==> config.mk <==
export PLATFORM = sky130hd
export DESIGN_NAME = mem_copy_seq
export DESIGN_NICKNAME = d
export VERILOG_FILES = /design/src/rtl/mcs_pkg.sv /design/src/rtl/mcs_rom.sv /design/src/rtl/mcs_ram.sv /design/src/rtl/mcs_ctrl.sv /design/src/rtl/mem_copy_seq.sv
export SDC_FILE = /design/constraint.sdc
export NUM_CORES = 1
export LEC_CHECK = 0
export ABC_CLOCK_PERIOD_IN_PS = 2600
export BUFFER_PORTS_ARGS = -buffer_cell sky130_fd_sc_hd__buf_4
export CAP_MARGIN = 30
export CORE_MARGIN = 1.5
export CORE_UTILIZATION = 50
export DETAILED_ROUTE_END_ITERATION = 10
export GPL_TIMING_DRIVEN = 0
export MAX_ROUTING_LAYER = met4
export PLACE_DENSITY_LB_ADDON = 0.1
export SYNTH_ARGS = -nofsm -noshare
export SYNTH_HDL_FRONTEND = slang
export SYNTH_SLANG_ARGS = --single-unit
==> constraint.sdc <==
create_clock -name clk -period 2.6 [get_ports clk]
set_input_delay 0.13 -clock clk [delete_from_list [all_inputs] [get_ports clk]]
set_output_delay 0.13 -clock clk [all_outputs]
set_load 0.05 [all_outputs]
==> src/rtl/mcs_pkg.sv <==
package mcs_pkg;
  localparam int STATE_W = 4;

  typedef enum logic [STATE_W-1:0] {
    S_BOOT      = 4'h0,
    S_RD_LATCH  = 4'h1,
    S_RD_ADDR   = 4'h2,
    S_RD_SETTLE = 4'h3,
    S_CP_LOAD   = 4'h4,
    S_CP_WRITE  = 4'h5,
    S_CP_STEP   = 4'h6
  } seq_state_e;
endpackage

==> src/rtl/mcs_rom.sv <==
module mcs_rom #(
  parameter int DATA_W = 8,
  parameter int ADDR_W = 4,
  parameter int STEP   = 17,
  parameter int MASK   = 'hA5
) (
  input  logic              clk,
  input  logic [ADDR_W-1:0] addr_i,
  output logic [DATA_W-1:0] q_o
);
  localparam int DEPTH = 1 << ADDR_W;

  logic [DATA_W-1:0] mem [DEPTH];

  initial begin
    for (int i = 0; i < DEPTH; i++) mem[i] = DATA_W'((i * STEP) ^ MASK);
  end

  always_ff @(posedge clk) begin
    q_o <= mem[addr_i];
  end
endmodule

==> src/rtl/mcs_ram.sv <==
module mcs_ram #(
  parameter int DATA_W = 8,
  parameter int ADDR_W = 4,
  parameter int BASE   = 'h40,
  parameter int STEP   = 3
) (
  input  logic              clk,
  input  logic              we_i,
  input  logic [ADDR_W-1:0] addr_i,
  input  logic [DATA_W-1:0] wdata_i,
  output logic [DATA_W-1:0] q_o
);
  localparam int DEPTH = 1 << ADDR_W;

  logic [DATA_W-1:0] mem [DEPTH];

  initial begin
    for (int i = 0; i < DEPTH; i++) mem[i] = DATA_W'(BASE + i * STEP);
  end

  // read-first single port
  always_ff @(posedge clk) begin
    if (we_i) mem[addr_i] <= wdata_i;
    q_o <= mem[addr_i];
  end
endmodule

==> src/rtl/mcs_ctrl.sv <==
module mcs_ctrl
  import mcs_pkg::*;
#(
  parameter int DATA_W     = 8,
  parameter int ADDR_W     = 4,
  parameter int START_WAIT = 3
) (
  input  logic                clk,
  input  logic                rst,
  input  logic [DATA_W-1:0]   ram_q_i,
  input  logic [DATA_W-1:0]   rom_q_i,
  output logic                ram_we_o,
  output logic [ADDR_W-1:0]   ram_addr_o,
  output logic [DATA_W-1:0]   ram_wdata_o,
  output logic [ADDR_W-1:0]   rom_addr_o,
  output logic [DATA_W-1:0]   rd_data_o,
  output logic [STATE_W-1:0]  state_o
);
  localparam int CNT_W = $clog2(START_WAIT + 1);

  seq_state_e        state_q;
  logic [CNT_W-1:0]  cnt_q;
  logic [ADDR_W-1:0] ram_addr_q;
  logic [ADDR_W-1:0] rom_addr_q;
  logic [DATA_W-1:0] rd_q;
  logic [DATA_W-1:0] wd_q;
  logic              we_q;

  always_ff @(posedge clk) begin
    if (rst) begin
      state_q    <= S_BOOT;
      cnt_q      <= '0;
      ram_addr_q <= '0;
      rom_addr_q <= '0;
      rd_q       <= '0;
      wd_q       <= '0;
      we_q       <= 1'b0;
    end else begin
      case (state_q)
        S_BOOT: begin
          if (cnt_q == CNT_W'(START_WAIT)) begin
            cnt_q   <= '0;
            state_q <= S_RD_LATCH;
          end else begin
            cnt_q <= cnt_q + 1'b1;
          end
        end
        S_RD_LATCH: begin
          rd_q       <= ram_q_i;
          ram_addr_q <= ram_addr_q + 1'b1;
          state_q    <= S_RD_ADDR;
        end
        S_RD_ADDR:   state_q <= S_RD_SETTLE;
        S_RD_SETTLE: state_q <= (ram_addr_q == '0) ? S_CP_LOAD : S_RD_LATCH;
        S_CP_LOAD: begin
          wd_q       <= rom_q_i;
          rom_addr_q <= rom_addr_q + 1'b1;
          we_q       <= 1'b1;
          state_q    <= S_CP_WRITE;
        end
        S_CP_WRITE: begin
          we_q    <= 1'b0;
          state_q <= S_CP_STEP;
        end
        S_CP_STEP: begin
          ram_addr_q <= ram_addr_q + 1'b1;
          state_q    <= (rom_addr_q == '0) ? S_BOOT : S_CP_LOAD;
        end
        default: begin
          we_q    <= 1'b0;
          cnt_q   <= '0;
          state_q <= S_BOOT;
        end
      endcase
    end
  end

  assign ram_we_o    = we_q;
  assign ram_addr_o  = ram_addr_q;
  assign ram_wdata_o = wd_q;
  assign rom_addr_o  = rom_addr_q;
  assign rd_data_o   = rd_q;
  assign state_o     = state_q;

  // startup holds until the counter reaches its limit
  p_boot_hold_r2: assert property (@(posedge clk) disable iff (rst)
    (state_q == S_BOOT && cnt_q != CNT_W'(START_WAIT)) |=> state_q == S_BOOT);

  // readout cadence
  p_rd_latch_next_r3: assert property (@(posedge clk) disable iff (rst)
    state_q == S_RD_LATCH |=> state_q == S_RD_ADDR);
  p_rd_addr_next_r3: assert property (@(posedge clk) disable iff (rst)
    state_q == S_RD_ADDR |=> state_q == S_RD_SETTLE);
  p_rd_step_addr_r3: assert property (@(posedge clk) disable iff (rst)
    state_q == S_RD_LATCH |=> ram_addr_q == $past(ram_addr_q) + 1'b1);
  p_state_legal_r3: assert property (@(posedge clk) disable iff (rst)
    state_q inside {S_BOOT, S_RD_LATCH, S_RD_ADDR, S_RD_SETTLE,
                    S_CP_LOAD, S_CP_WRITE, S_CP_STEP});

  // copy starts with both addresses at zero
  p_copy_entry_r5: assert property (@(posedge clk) disable iff (rst)
    (state_q == S_RD_SETTLE && ram_addr_q == '0) |=>
      (state_q == S_CP_LOAD && rom_addr_q == '0));

  // write enable is a single-cycle pulse, only in the write state
  p_we_pulse_r6: assert property (@(posedge clk) disable iff (rst)
    we_q |=> !we_q);
  p_we_state_r6: assert property (@(posedge clk) disable iff (rst)
    we_q |-> state_q == S_CP_WRITE);
endmodule

==> src/rtl/mem_copy_seq.sv <==
module mem_copy_seq (
  input  logic       clk,
  input  logic       rst,
  output logic [7:0] data_o,
  output logic [3:0] state_o,
  output logic [3:0] ram_addr_o,
  output logic [7:0] ram_wdata_o,
  output logic [3:0] rom_addr_o
);
  localparam int DATA_W     = 8;
  localparam int ADDR_W     = 4;
  localparam int START_WAIT = 3;

  logic              ram_we;
  logic [ADDR_W-1:0] ram_addr;
  logic [ADDR_W-1:0] rom_addr;
  logic [DATA_W-1:0] ram_wdata;
  logic [DATA_W-1:0] ram_q;
  logic [DATA_W-1:0] rom_q;

  mcs_rom #(.DATA_W(DATA_W), .ADDR_W(ADDR_W)) rom_i (
    .clk(clk), .addr_i(rom_addr), .q_o(rom_q)
  );

  mcs_ram #(.DATA_W(DATA_W), .ADDR_W(ADDR_W)) ram_i (
    .clk(clk), .we_i(ram_we), .addr_i(ram_addr), .wdata_i(ram_wdata), .q_o(ram_q)
  );

  mcs_ctrl #(.DATA_W(DATA_W), .ADDR_W(ADDR_W), .START_WAIT(START_WAIT)) ctrl_i (
    .clk(clk), .rst(rst),
    .ram_q_i(ram_q), .rom_q_i(rom_q),
    .ram_we_o(ram_we), .ram_addr_o(ram_addr), .ram_wdata_o(ram_wdata),
    .rom_addr_o(rom_addr), .rd_data_o(data_o), .state_o(state_o)
  );

  assign ram_addr_o  = ram_addr;
  assign ram_wdata_o = ram_wdata;
  assign rom_addr_o  = rom_addr;
endmodule

==> impl_metrics.py, run 1 <==
metrics = {
    "cts": {
        "cts.sinks": 174,
        "cts_hold_buffers": 0,
        "cts-root-buf": "clkbuf_16",
        "cts_max_path_buffers": 2,
        "htreeDepth": 4,
        "cts.clk_slew.worst_paths_ns": 0.06,
        "cts_buffers": 17,
        "cts_resized": 0,
        "post-cts-setup-buffers": 0,
        "cts_tree": "yes",
        "clk-insertion-delay-late_ns": 0.43,
    },
    "setup_path": {
        "worstPathArrival_ns": 2.39,
        "r2r_start": "ctrl_i.ram_addr_o[1]",
        "cp_max_fo": 10,
        "crit_path_end_kind": "flop",
        "critPathLaunchType": "flop",
        "critPathLaunch": "ctrl_i.ram_addr_o[1]",
        "criticalPathCategory": "flop to flop",
        "critPathRequiredTime_ns": 2.72,
    },
    "run": {
        "cap_viol_max_count": 0,
    },
    "grt": {
        "gr-usage-all-layers": 0.2062,
        "grt_pass1_wl_um": 20110,
        "antenna_found_initial": 0,
        "grt_overflow": 0,
        "grt_pass1_vias": 3406,
        "grt_max_degree": 19,
    },
    "hold_path": {
        "worstHoldStart": "rst",
        "hp-class": "input port to flop",
    },
    "logic_synthesis": {
        "synth_area_leaders": "edfxtp_1 58%, dfxtp_1 14%, mux4_1 7.1%, mux4_2 4.7%, nand2_1 1.9%",
        "synthCells": 385,
        "syn_area_per_cell_sq_um": 17.30,
        "ys_ff_latch": 174,
        "synth_area_leader_cell": "edfxtp_1",
        "seq_area_frac_synth": 0.7153,
        "yosys_warnings": 0,
        "synthArstFlopShare": 0,
        "synth_commonest_cells": "128 x edfxtp_1, 46 x dfxtp_1, 34 x nand2_1",
        "syn-num-nets": 394,
        "yosys.area.top_type_share": 0.5770,
        "synth_edf_count": 128,
        "synth.cell_area_sq_um": 6661,
        "ys.flop_type": "edfxtp_1",
        "synth.most_common_cell": "edfxtp_1",
        "yosysUniqueCellTypes": 43,
    },
    "place": {
        "dp_cells": 584,
        "gp_congestion": 0.7408,
        "dpl.hpwl_um": 8363,
        "numPortBuffers": 27,
    },
    "power_and_ir_drop": {
        "power_leakage_uw": 0.002638,
        "p_per_area_nw_per_um2": 775.4,
        "ir_worst_vdd_mv": 0.6398,
    },
    "die": {
        "fp.dieArea_sq_um": 14020,
        "die_h_um": 118.4,
        "die_w_um": 118.4,
        "rows": 41,
        "start_util": 0.5194,
        "io_pins": 30,
        "core_area_sq_um": 12820,
    },
    "sta": {
        "holdWs_ns": 0.1228,
        "slew_headroom": 0.4860,
        "worstMarginPinSlew_ns": 0.7699,
        "grt_setup_unrepaired": "false",
        "fin_skew_ns": 0.005401,
        "fmax_mhz": 442.0,
        "setup_tns_ns": 0,
        "setup_violations": 0,
        "period_needed_ns": 2.262,
        "finalCritPeriodShare": 0.8701,
        "finalHoldViolCount": 0,
        "finalMaxSlewViolations": 0,
    },
    "cells_and_area": {
        "drive_gt1_frac": 0.2072,
        "num-fill-cells": 1011,
        "fin_cells": 616,
        "seqCellArea_sq_um": 4765,
        "nets": 440,
        "syn_to_final_growth_pct": 14.76,
        "diodes": 0,
        "multi_input_area_sq_um": 1699,
    },
    "routing": {
        "drt_iter0_markers": 246,
        "vias_per_cell": 5.529,
        "vias": 3406,
        "drc": 0,
        "post_drt_wl_per_cell_um": 21.10,
        "ant_nets": 0,
        "wl_um": 13000,
        "dr.pass1.iters": 4,
    },
    "status": {
        "outcome": "complete, no violations",
    },
}
[routing by layer]
layer  vias up  global-route usage  wire length [um]
li1       1575                   -                 -
met1      1756              0.2721              5782
met2        58              0.3187              6485
met3        17             0.04971               542
met5         -                   -                 0
met4         0             0.06777               188
[through the flow]
stage	setup WS (ns)	utilization	instance area, sq um	total power (uW)
2_1_floorplan	0.5317	-	6661	3495
3_3_place_gp	0.3519	0.5520	7079	3623
3_5_place_dp	0.3604	0.5520	7079	3631
4_1_cts	0.3371	0.5961	7645	5982
5_1_grt	0.1760	0.5961	7645	6140
6_report	0.3377	0.5961	7645	5928
[worst paths after layout]
path | slack [ns] | to | cells after the start
max | 0.34 | ram_i.mem[8][7] | 5
min | 0.12 | ctrl_i.ram_wdata_o[7] | 2
max reg2reg | 0.34 | ram_i.mem[8][7] | 5
min reg2reg | 0.39 | rom_i.q_o[3] | 0
[cell type report]
type | instances | area share
Sequential cell | 174 | 0.6232
Multi-Input combinational cell | 181 | 0.2223
Clock buffer | 22 | 0.06628
Tap cell | 172 | 0.02815
Timing Repair Buffer | 27 | 0.02651
Buffer | 22 | 0.02193
Clock inverter | 10 | 0.007692
Inverter | 8 | 0.003928
[worst max-delay path: stages (launching register included)]
cell and delay, ns:
dfxtp_1 0.42, clkbuf_8 0.21, clkbuf_1 0.53, inv_1 0.15
ha_1 0.32, and2_1 0.33
[state kept, by name (all words and copies together), names as in the netlist]
signal and count:
ctrl_i.cnt_q 2, ctrl_i.ram_addr_o 4, ctrl_i.ram_wdata_o 8, ctrl_i.ram_we_o 1
ctrl_i.rd_data_o 8, ctrl_i.rom_addr_o 4, ctrl_i.state_o 3, ram_i.mem 128
ram_i.q_o 8, rom_i.q_o 8
[layout by cell type (no fill, tap or decap), types with 2 or more instances in the layout]
| cell type | n |
|---|---|
| edfxtp_1 | 128 |
| dfxtp_1 | 46 |
| nand2_1 | 34 |
| buf_4 | 29 |
| nor2_1 | 19 |
| clkbuf_16 | 19 |
| mux4_1 | 18 |
| and2_1 | 17 |
| a22oi_1 | 16 |
| a21oi_1 | 15 |
| mux4_2 | 14 |
| inv_1 | 8 |
| buf_2 | 8 |
| mux2i_1 | 8 |
| ha_1 | 7 |
| clkbuf_1 | 5 |
| xnor2_1 | 4 |
| clkinv_2 | 4 |
| buf_6 | 3 |
| clkbuf_8 | 3 |
| o21ai_0 | 3 |
| clkinvlp_4 | 3 |
| clkdlybuf4s18_2 | 2 |
| and3b_1 | 2 |
| or3_1 | 2 |
| nor3b_2 | 2 |
| nor3_1 | 2 |
| a2111oi_0 | 2 |
| clkinv_1 | 2 |
[logic make-up (layout without fill, tap and decap cells)]
kind of cell,Yosys count,count (layout),synth area share
AOI/OAI and AO/OA,41,41,0.04001
xor gates and xnor gates,5,5,0.006574
adders and majority gates,7,7,0.01315
buffers and inverters,30,89,0.02968
DFF,174,174,0.7153
muxes,40,40,0.1304
other,1,1,0.0005629
and+or+nand+nor,87,87,0.06443
[power by group]
part	internal, uW	switching [uW]
Combinational	244	306
Sequential	2990	28.3
Clock	1370	987
Power figures use the tool's default switching activity.
==> inputs of run 2 (changes only) <==
--- a/config.mk
+++ b/config.mk
@@ -8,7 +8,7 @@
 export ABC_CLOCK_PERIOD_IN_PS = 2600
 export BUFFER_PORTS_ARGS = -buffer_cell sky130_fd_sc_hd__buf_4
 export CAP_MARGIN = 30
-export CORE_MARGIN = 1.5
+export CORE_MARGIN = 5
 export CORE_UTILIZATION = 50
 export DETAILED_ROUTE_END_ITERATION = 10
 export GPL_TIMING_DRIVEN = 0
==> impl_metrics.py, run 2 (synthesis gave the netlist of run 1 again) <==
metrics = {
    "grt": {
        "antenna_found_initial": 0,
        "grtUsageMet2": 0.2747,
        "grt_util_met1": 0.2253,
        "gr-usage-all-layers": 0.1750,
        "grt_overflow": 0,
        "grt_util_met3": 0.04264,
        "grt_max_degree": 19,
        "grt_pass1_vias": 3334,
        "grt_pass1_wl_um": 19460,
        "globalRoute.busiestLayer": "met2",
    },
    "place": {
        "gp_congestion": 0.7711,
        "numPortBuffers": 27,
        "dp_worst_setup_slack_ns": 0.3726,
        "dpl.hpwl_um": 8407,
    },
    "cts": {
        "cts.clk_slew.worst_paths_ns": 0.06,
        "htreeDepth": 4,
        "cts_tree": "yes",
        "clk-insertion-delay-late_ns": 0.42,
        "cts_buffers": 17,
        "cts-root-buf": "clkbuf_16",
        "cts_resized": 0,
        "post-cts-setup-buffers": 0,
        "cts_hold_buffers": 0,
        "cts_max_path_buffers": 2,
        "cts.sinks": 174,
    },
    "power_and_ir_drop": {
        "pwr-share-clk": 0.450,
        "power_leakage_uw": 0.002687,
        "p_seq_frac": 0.465,
        "p_int_uw": 5131,
        "ir_worst_vdd_mv": 0.5166,
        "switching_share": 0.2096,
        "power_frac_comb": 0.085,
        "p_sw_uw": 1361,
        "p_per_area_nw_per_um2": 835.1,
    },
    "routing": {
        "vias": 3319,
        "drc": 0,
        "vias_per_cell": 5.362,
        "post_drt_wl_per_cell_um": 20.75,
        "drt_iter0_markers": 270,
        "dr.pass1.iters": 4,
        "wl_um": 12840,
        "ant_nets": 0,
    },
    "setup_path": {
        "critPathRequiredTime_ns": 2.72,
        "worstPathArrival_ns": 2.31,
        "criticalPathCategory": "flop to flop",
        "cp_max_fo": 10,
        "critPathLaunchType": "flop",
        "crit_path_end_kind": "flop",
    },
    "cells_and_area": {
        "drive_gt1_frac": 0.2122,
        "num-fill-cells": 1034,
        "layout_commonest_cell": "edfxtp_1",
        "layout_common_cells": "128 x edfxtp_1, 46 x dfxtp_1, 34 x nand2_1",
        "largest_register_ffs": 128,
        "syn_to_final_growth_pct": 16.70,
        "top_register": "ram_i.mem",
        "nets": 440,
        "diodes": 0,
    },
    "sta": {
        "fmax_mhz": 455.8,
        "finalHoldViolCount": 0,
        "finalCritPeriodShare": 0.8437,
        "worstMarginPinSlew_ns": 0.7898,
        "grt_setup_unrepaired": "false",
        "setup_slack_ns": 0.4063,
        "slew_headroom": 0.4727,
        "setup_violations": 0,
        "setup_tns_ns": 0,
        "finalMaxSlewViolations": 0,
        "fin_skew_ns": 0.01246,
        "period_needed_ns": 2.194,
    },
    "die": {
        "rows": 42,
        "die_h_um": 125.4,
        "fp.dieArea_sq_um": 15730,
        "core_area_sq_um": 13140,
        "io_pins": 30,
        "die_w_um": 125.4,
        "start_util": 0.5070,
    },
    "hold_path": {
        "hp-class": "input port to flop",
    },
    "status": {
        "outcome": "complete, no violations",
    },
    "run": {
        "cap_viol_max_count": 0,
    },
}
run 2: cell count changes in the layout (fill, tap and decap cells not counted), sizes merged:
cell / previous run / this run
bufinv: 0 / 7
clkinv: 7 / 1
clkbuf: 27 / 22
inv: 8 / 10
clkinvlp: 3 / 4
run 2: final timing paths:
check,from,endpoint,slack [ns],cells after the start
worst max-delay path,ctrl_i.ram_addr_o[1],ram_i.mem[12][1],0.41,5
worst min-delay path,rst,ctrl_i.ram_wdata_o[3],0.13,2
worst max register to register,ctrl_i.ram_addr_o[1],ram_i.mem[12][1],0.41,5
worst min register to register,ctrl_i.rom_addr_o[3],rom_i.q_o[3],0.38,0
run 2: metrics by stage:
step / utilization / cell area, sq um / power (uW) / hold WS, ns / std cells
after floorplan: - / 6661 / 3495 / 0.4174 / 385
after global placement: 0.5392 / 7084 / 3626 / 0.3740 / 588
after detailed placement: 0.5392 / 7084 / 3633 / 0.3734 / 588
after CTS: 0.5917 / 7774 / 6548 / 0.1123 / 619
after global routing: 0.5917 / 7774 / 6713 / 0.1168 / 619
final: 0.5917 / 7774 / 6492 / 0.1259 / 619
run 2: layout make-up:
| class | count | area [sq um] | area share |
|---|---|---|---|
| buffer | 22 | 167.7 | 0.02157 |
| clock buffer | 17 | 425.4 | 0.05472 |
| clock inverter | 14 | 264.0 | 0.03396 |
| inverter | 8 | 30.03 | 0.003863 |
| multi-input combinational | 181 | 1699 | 0.2186 |
| sequential | 174 | 4765 | 0.6129 |
| tap | 176 | 220.2 | 0.02833 |
| timing repair buffer | 27 | 202.7 | 0.02607 |
run 2: worst max-delay path, stage by stage (launching register included):
cell and delay, ns:
dfxtp_1 0.39, clkbuf_8 0.19, clkbuf_1 0.48, inv_1 0.14
ha_1 0.34, and2_1 0.34
run 2: power groups by stage:
stage | Clock [uW] | Combinational [uW] | Sequential [uW]
5_1_grt | 3100 | 592 | 3020
4_1_cts | 2970 | 558 | 3020
2_1_floorplan | 0 | 346 | 3150
3_3_place_gp | 0 | 551 | 3070
6_report | 2920 | 552 | 3020
3_5_place_dp | 0 | 557 | 3080
run 2: layer usage:
layer  part of all wire  vias to the layer above
met1               0.44                     1675
met2               0.51                       57
met5                  0                        -
met3              0.038                        5
met4             0.0052                        0
li1                   -                     1582
==> inputs of run 3 (changes only) <==
--- a/config.mk
+++ b/config.mk
@@ -5,7 +5,8 @@
 export SDC_FILE = /design/constraint.sdc
 export NUM_CORES = 1
 export LEC_CHECK = 0
-export ABC_CLOCK_PERIOD_IN_PS = 2600
+export ABC_AREA = 1
+export ABC_CLOCK_PERIOD_IN_PS = 1900
 export BUFFER_PORTS_ARGS = -buffer_cell sky130_fd_sc_hd__buf_4
 export CAP_MARGIN = 30
 export CORE_MARGIN = 5
==> constraint.sdc (replaced) <==
create_clock -name clk -period 1.9 [get_ports clk]
set_input_delay 0.095 -clock clk [delete_from_list [all_inputs] [get_ports clk]]
set_output_delay 0.095 -clock clk [all_outputs]
set_load 0.05 [all_outputs]
==> impl_metrics.py, run 3 <==
metrics = {
    "setup_path": {
        "crit_buf_inv": 4,
        "worstPathArrival_ns": 1.96,
        "cp_cell_sequence": "inv_2, buf_6, buf_6, ha_1, nand2_2, nor2_4, buf_12",
        "crit_slowest_cell": "dfxtp_2",
        "reg2reg_slack_ns": 0.09,
        "reg2regPathDepth": 7,
        "crit_path_end_kind": "flop",
        "critPathLaunchType": "flop",
        "endpoint": "ram_i.mem[12][5]",
        "critPathLaunch": "ctrl_i.ram_addr_o[0]",
        "critPathRequiredTime_ns": 2.04,
        "criticalPathCategory": "flop to flop",
        "slowest_delay_ns": 0.38,
        "cp_top_family": "buffers and inverters",
        "r2r_end": "ram_i.mem[12][5]",
        "cpMostUsedCell": "buf_6",
        "worstSetupPathDepth": 7,
        "r2r_start": "ctrl_i.ram_addr_o[0]",
        "cp_max_fo": 11,
    },
    "routing": {
        "drc": 0,
        "vias": 5182,
        "wl_um": 16770,
        "dr.pass1.iters": 5,
        "ant_nets": 0,
        "vias_per_cell": 4.997,
        "post_drt_wl_per_cell_um": 16.17,
        "drt_iter0_markers": 405,
    },
    "logic_synthesis": {
        "synth_area_leaders": "edfxtp_1 52%, dfxtp_1 12%, nand2_1 12%, inv_1 7.8%, nand3_1 5.3%",
        "syn_area_per_cell_sq_um": 9.417,
        "yosysUniqueCellTypes": 23,
        "ys.flop_type": "edfxtp_1",
        "synthArstFlopShare": 0,
        "ys_ff_latch": 174,
        "synth_area_leader_cell": "edfxtp_1",
        "synth_mux_area_frac": 0,
        "synth-compound-area-share": 0.02535,
        "synth_xor_area_frac": 0.002366,
        "synthSimpleGateAreaFrac": 0.2055,
        "synth.most_common_cell": "nand2_1",
        "synth_edf_count": 128,
        "yosys_warnings": 0,
        "syn-num-nets": 795,
        "synth.cell_area_sq_um": 7402,
        "synth_commonest_cells": "243 x nand2_1, 153 x inv_1, 128 x edfxtp_1",
        "seq_area_frac_synth": 0.6437,
        "synthCells": 786,
        "synth_top_family_by_area": "simple AND/OR/NAND/NOR gates",
        "yosys.area.top_type_share": 0.5193,
        "synth_fa_ha_area_frac": 0.01183,
    },
    "cells_and_area": {
        "fin_cells": 1037,
        "final_cell_area_sq_um": 8662,
        "drive_gt1_frac": 0.1536,
        "syn_to_final_growth_pct": 17.02,
        "top_register": "ram_i.mem",
        "diodes": 0,
        "layout_common_cells": "240 x nand2_1, 153 x inv_1, 128 x edfxtp_1",
        "layout_commonest_cell": "nand2_1",
        "nets": 849,
        "largest_register_ffs": 128,
    },
    "place": {
        "dp_cells": 997,
        "gp_congestion": 0.8564,
        "placed_cell_area_sq_um": 7844,
        "numPortBuffers": 27,
        "dpl.hpwl_um": 11190,
    },
    "power_and_ir_drop": {
        "switching_share": 0.3203,
        "power_leakage_uw": 0.003927,
        "p_per_area_nw_per_um2": 1203,
        "pwr-share-clk": 0.326,
        "power_frac_comb": 0.245,
        "p_seq_frac": 0.429,
        "p_sw_uw": 3336,
        "p_int_uw": 7080,
        "ir_worst_vdd_mv": 0.6690,
    },
    "grt": {
        "gr-usage-all-layers": 0.2064,
        "grt_max_degree": 19,
        "grt_overflow": 0,
        "grt_pass1_wl_um": 26840,
        "grt_pass1_vias": 5056,
        "antenna_found_initial": 0,
    },
    "cts": {
        "htreeDepth": 4,
        "cts.clk_slew.worst_paths_ns": 0.06,
        "cts_max_path_buffers": 2,
        "cts-root-buf": "clkbuf_16",
        "cts.sinks": 174,
        "cts_hold_buffers": 0,
        "clk-insertion-delay-late_ns": 0.43,
        "cts_buffers": 17,
        "cts_tree": "yes",
    },
    "sta": {
        "finalHoldViolCount": 0,
        "fin_skew_ns": 0.006126,
        "slew_headroom": 0.3787,
        "grt_setup_unrepaired": "false",
        "fmax_mhz": 551.4,
        "finalMaxSlewViolations": 0,
        "period_needed_ns": 1.814,
        "setup_violations": 0,
        "worstMarginPinSlew_ns": 0.9307,
        "setup_tns_ns": 0,
        "finalCritPeriodShare": 0.9545,
    },
    "die": {
        "start_util": 0.5093,
        "die_h_um": 131.7,
        "core_area_sq_um": 14530,
        "fp.dieArea_sq_um": 17340,
        "io_pins": 30,
        "die_w_um": 131.7,
        "rows": 44,
    },
    "hold_path": {
        "hp-class": "input port to flop",
        "worstHoldStart": "rst",
    },
    "run": {
        "cap_viol_max_count": 0,
    },
    "status": {
        "outcome": "complete, no violations",
    },
}
==> run 3: changes by cell type in the layout (fill, tap and decap cells not counted), moves of 8 or more <==
cell,before,now
nand3_1,1,79
inv_2,0,9
nor2_4,0,14
mux4_2,14,0
a22oi_1,16,0
o21ai_1,0,15
mux2i_1,8,0
and2_1,17,0
mux4_1,18,0
nand2_1,34,240
inv_1,8,153
==> run 3: logic make-up after synthesis <==
logic type / Yosys count
AOI/OAI and AO/OA: 37
xor gates and xnor gates: 2
adders and majority gates: 7
buffers and inverters: 193
DFF: 174
other: 1
and+or+nand+nor: 372
==> run 3: per-layer routing <==
layer,share of wire,routed length (um),vias to the layer above,global-route usage
met5,0,0,-,-
li1,-,-,2558,-
met4,0.020,337,0,0.07429
met1,0.45,7555,2468,0.2652
met2,0.49,8141,129,0.3304
met3,0.044,737,27,0.03708
==> run 3: worst min path at each step <==
stage	to	cells past startpoint
floorplan	ctrl_i.ram_addr_o[3]	2
global placement	rom_i.q_o[3]	0
detailed placement	rom_i.q_o[3]	0
CTS	ctrl_i.ram_we_o	2
global route	ctrl_i.ram_addr_o[3]	2
finish	ctrl_i.ram_we_o	2
==> run 3: layout make-up <==
class,count,area [sq um]
timing repair buffer,36,332.8
clock buffer,23,500.5
clock inverter,9,82.58
fill,1249,5872
buffer,28,198.9
inverter,164,618.1
tap,184,230.2
multi-input combinational,419,1931
sequential,174,4768
==> run 3: power groups by stage <==
stage | Clock, uW | Combinational, uW | Sequential, uW
final | 3390 | 2550 | 4470
after global routing | 3600 | 2810 | 4500
after CTS | 3440 | 2550 | 4470
after detailed placement | 0 | 2520 | 4550
after global placement | 0 | 2490 | 4540
after floorplan | 0 | 1510 | 4770
==> run 3: what timing repair did <==
action,CTS,global route
gates resized for setup,24,8
endpoints found under the setup margin,128,81
pin swaps,8,2
setup buffers,9,0
==> run 3: metrics by stage <==
step                      total power (uW)  hold slack [ns]  setup slack (ns)    util
after floorplan                       6277           0.3712           -0.1183       -
after global placement                7031           0.3722           -0.4718  0.5397
after detailed placement              7075           0.3740           -0.5294  0.5397
after CTS                            10470          0.03149           -0.1179  0.5939
after global routing                 10900          0.07032           0.02071  0.5960
final                                10420          0.04289           0.08645  0.5960
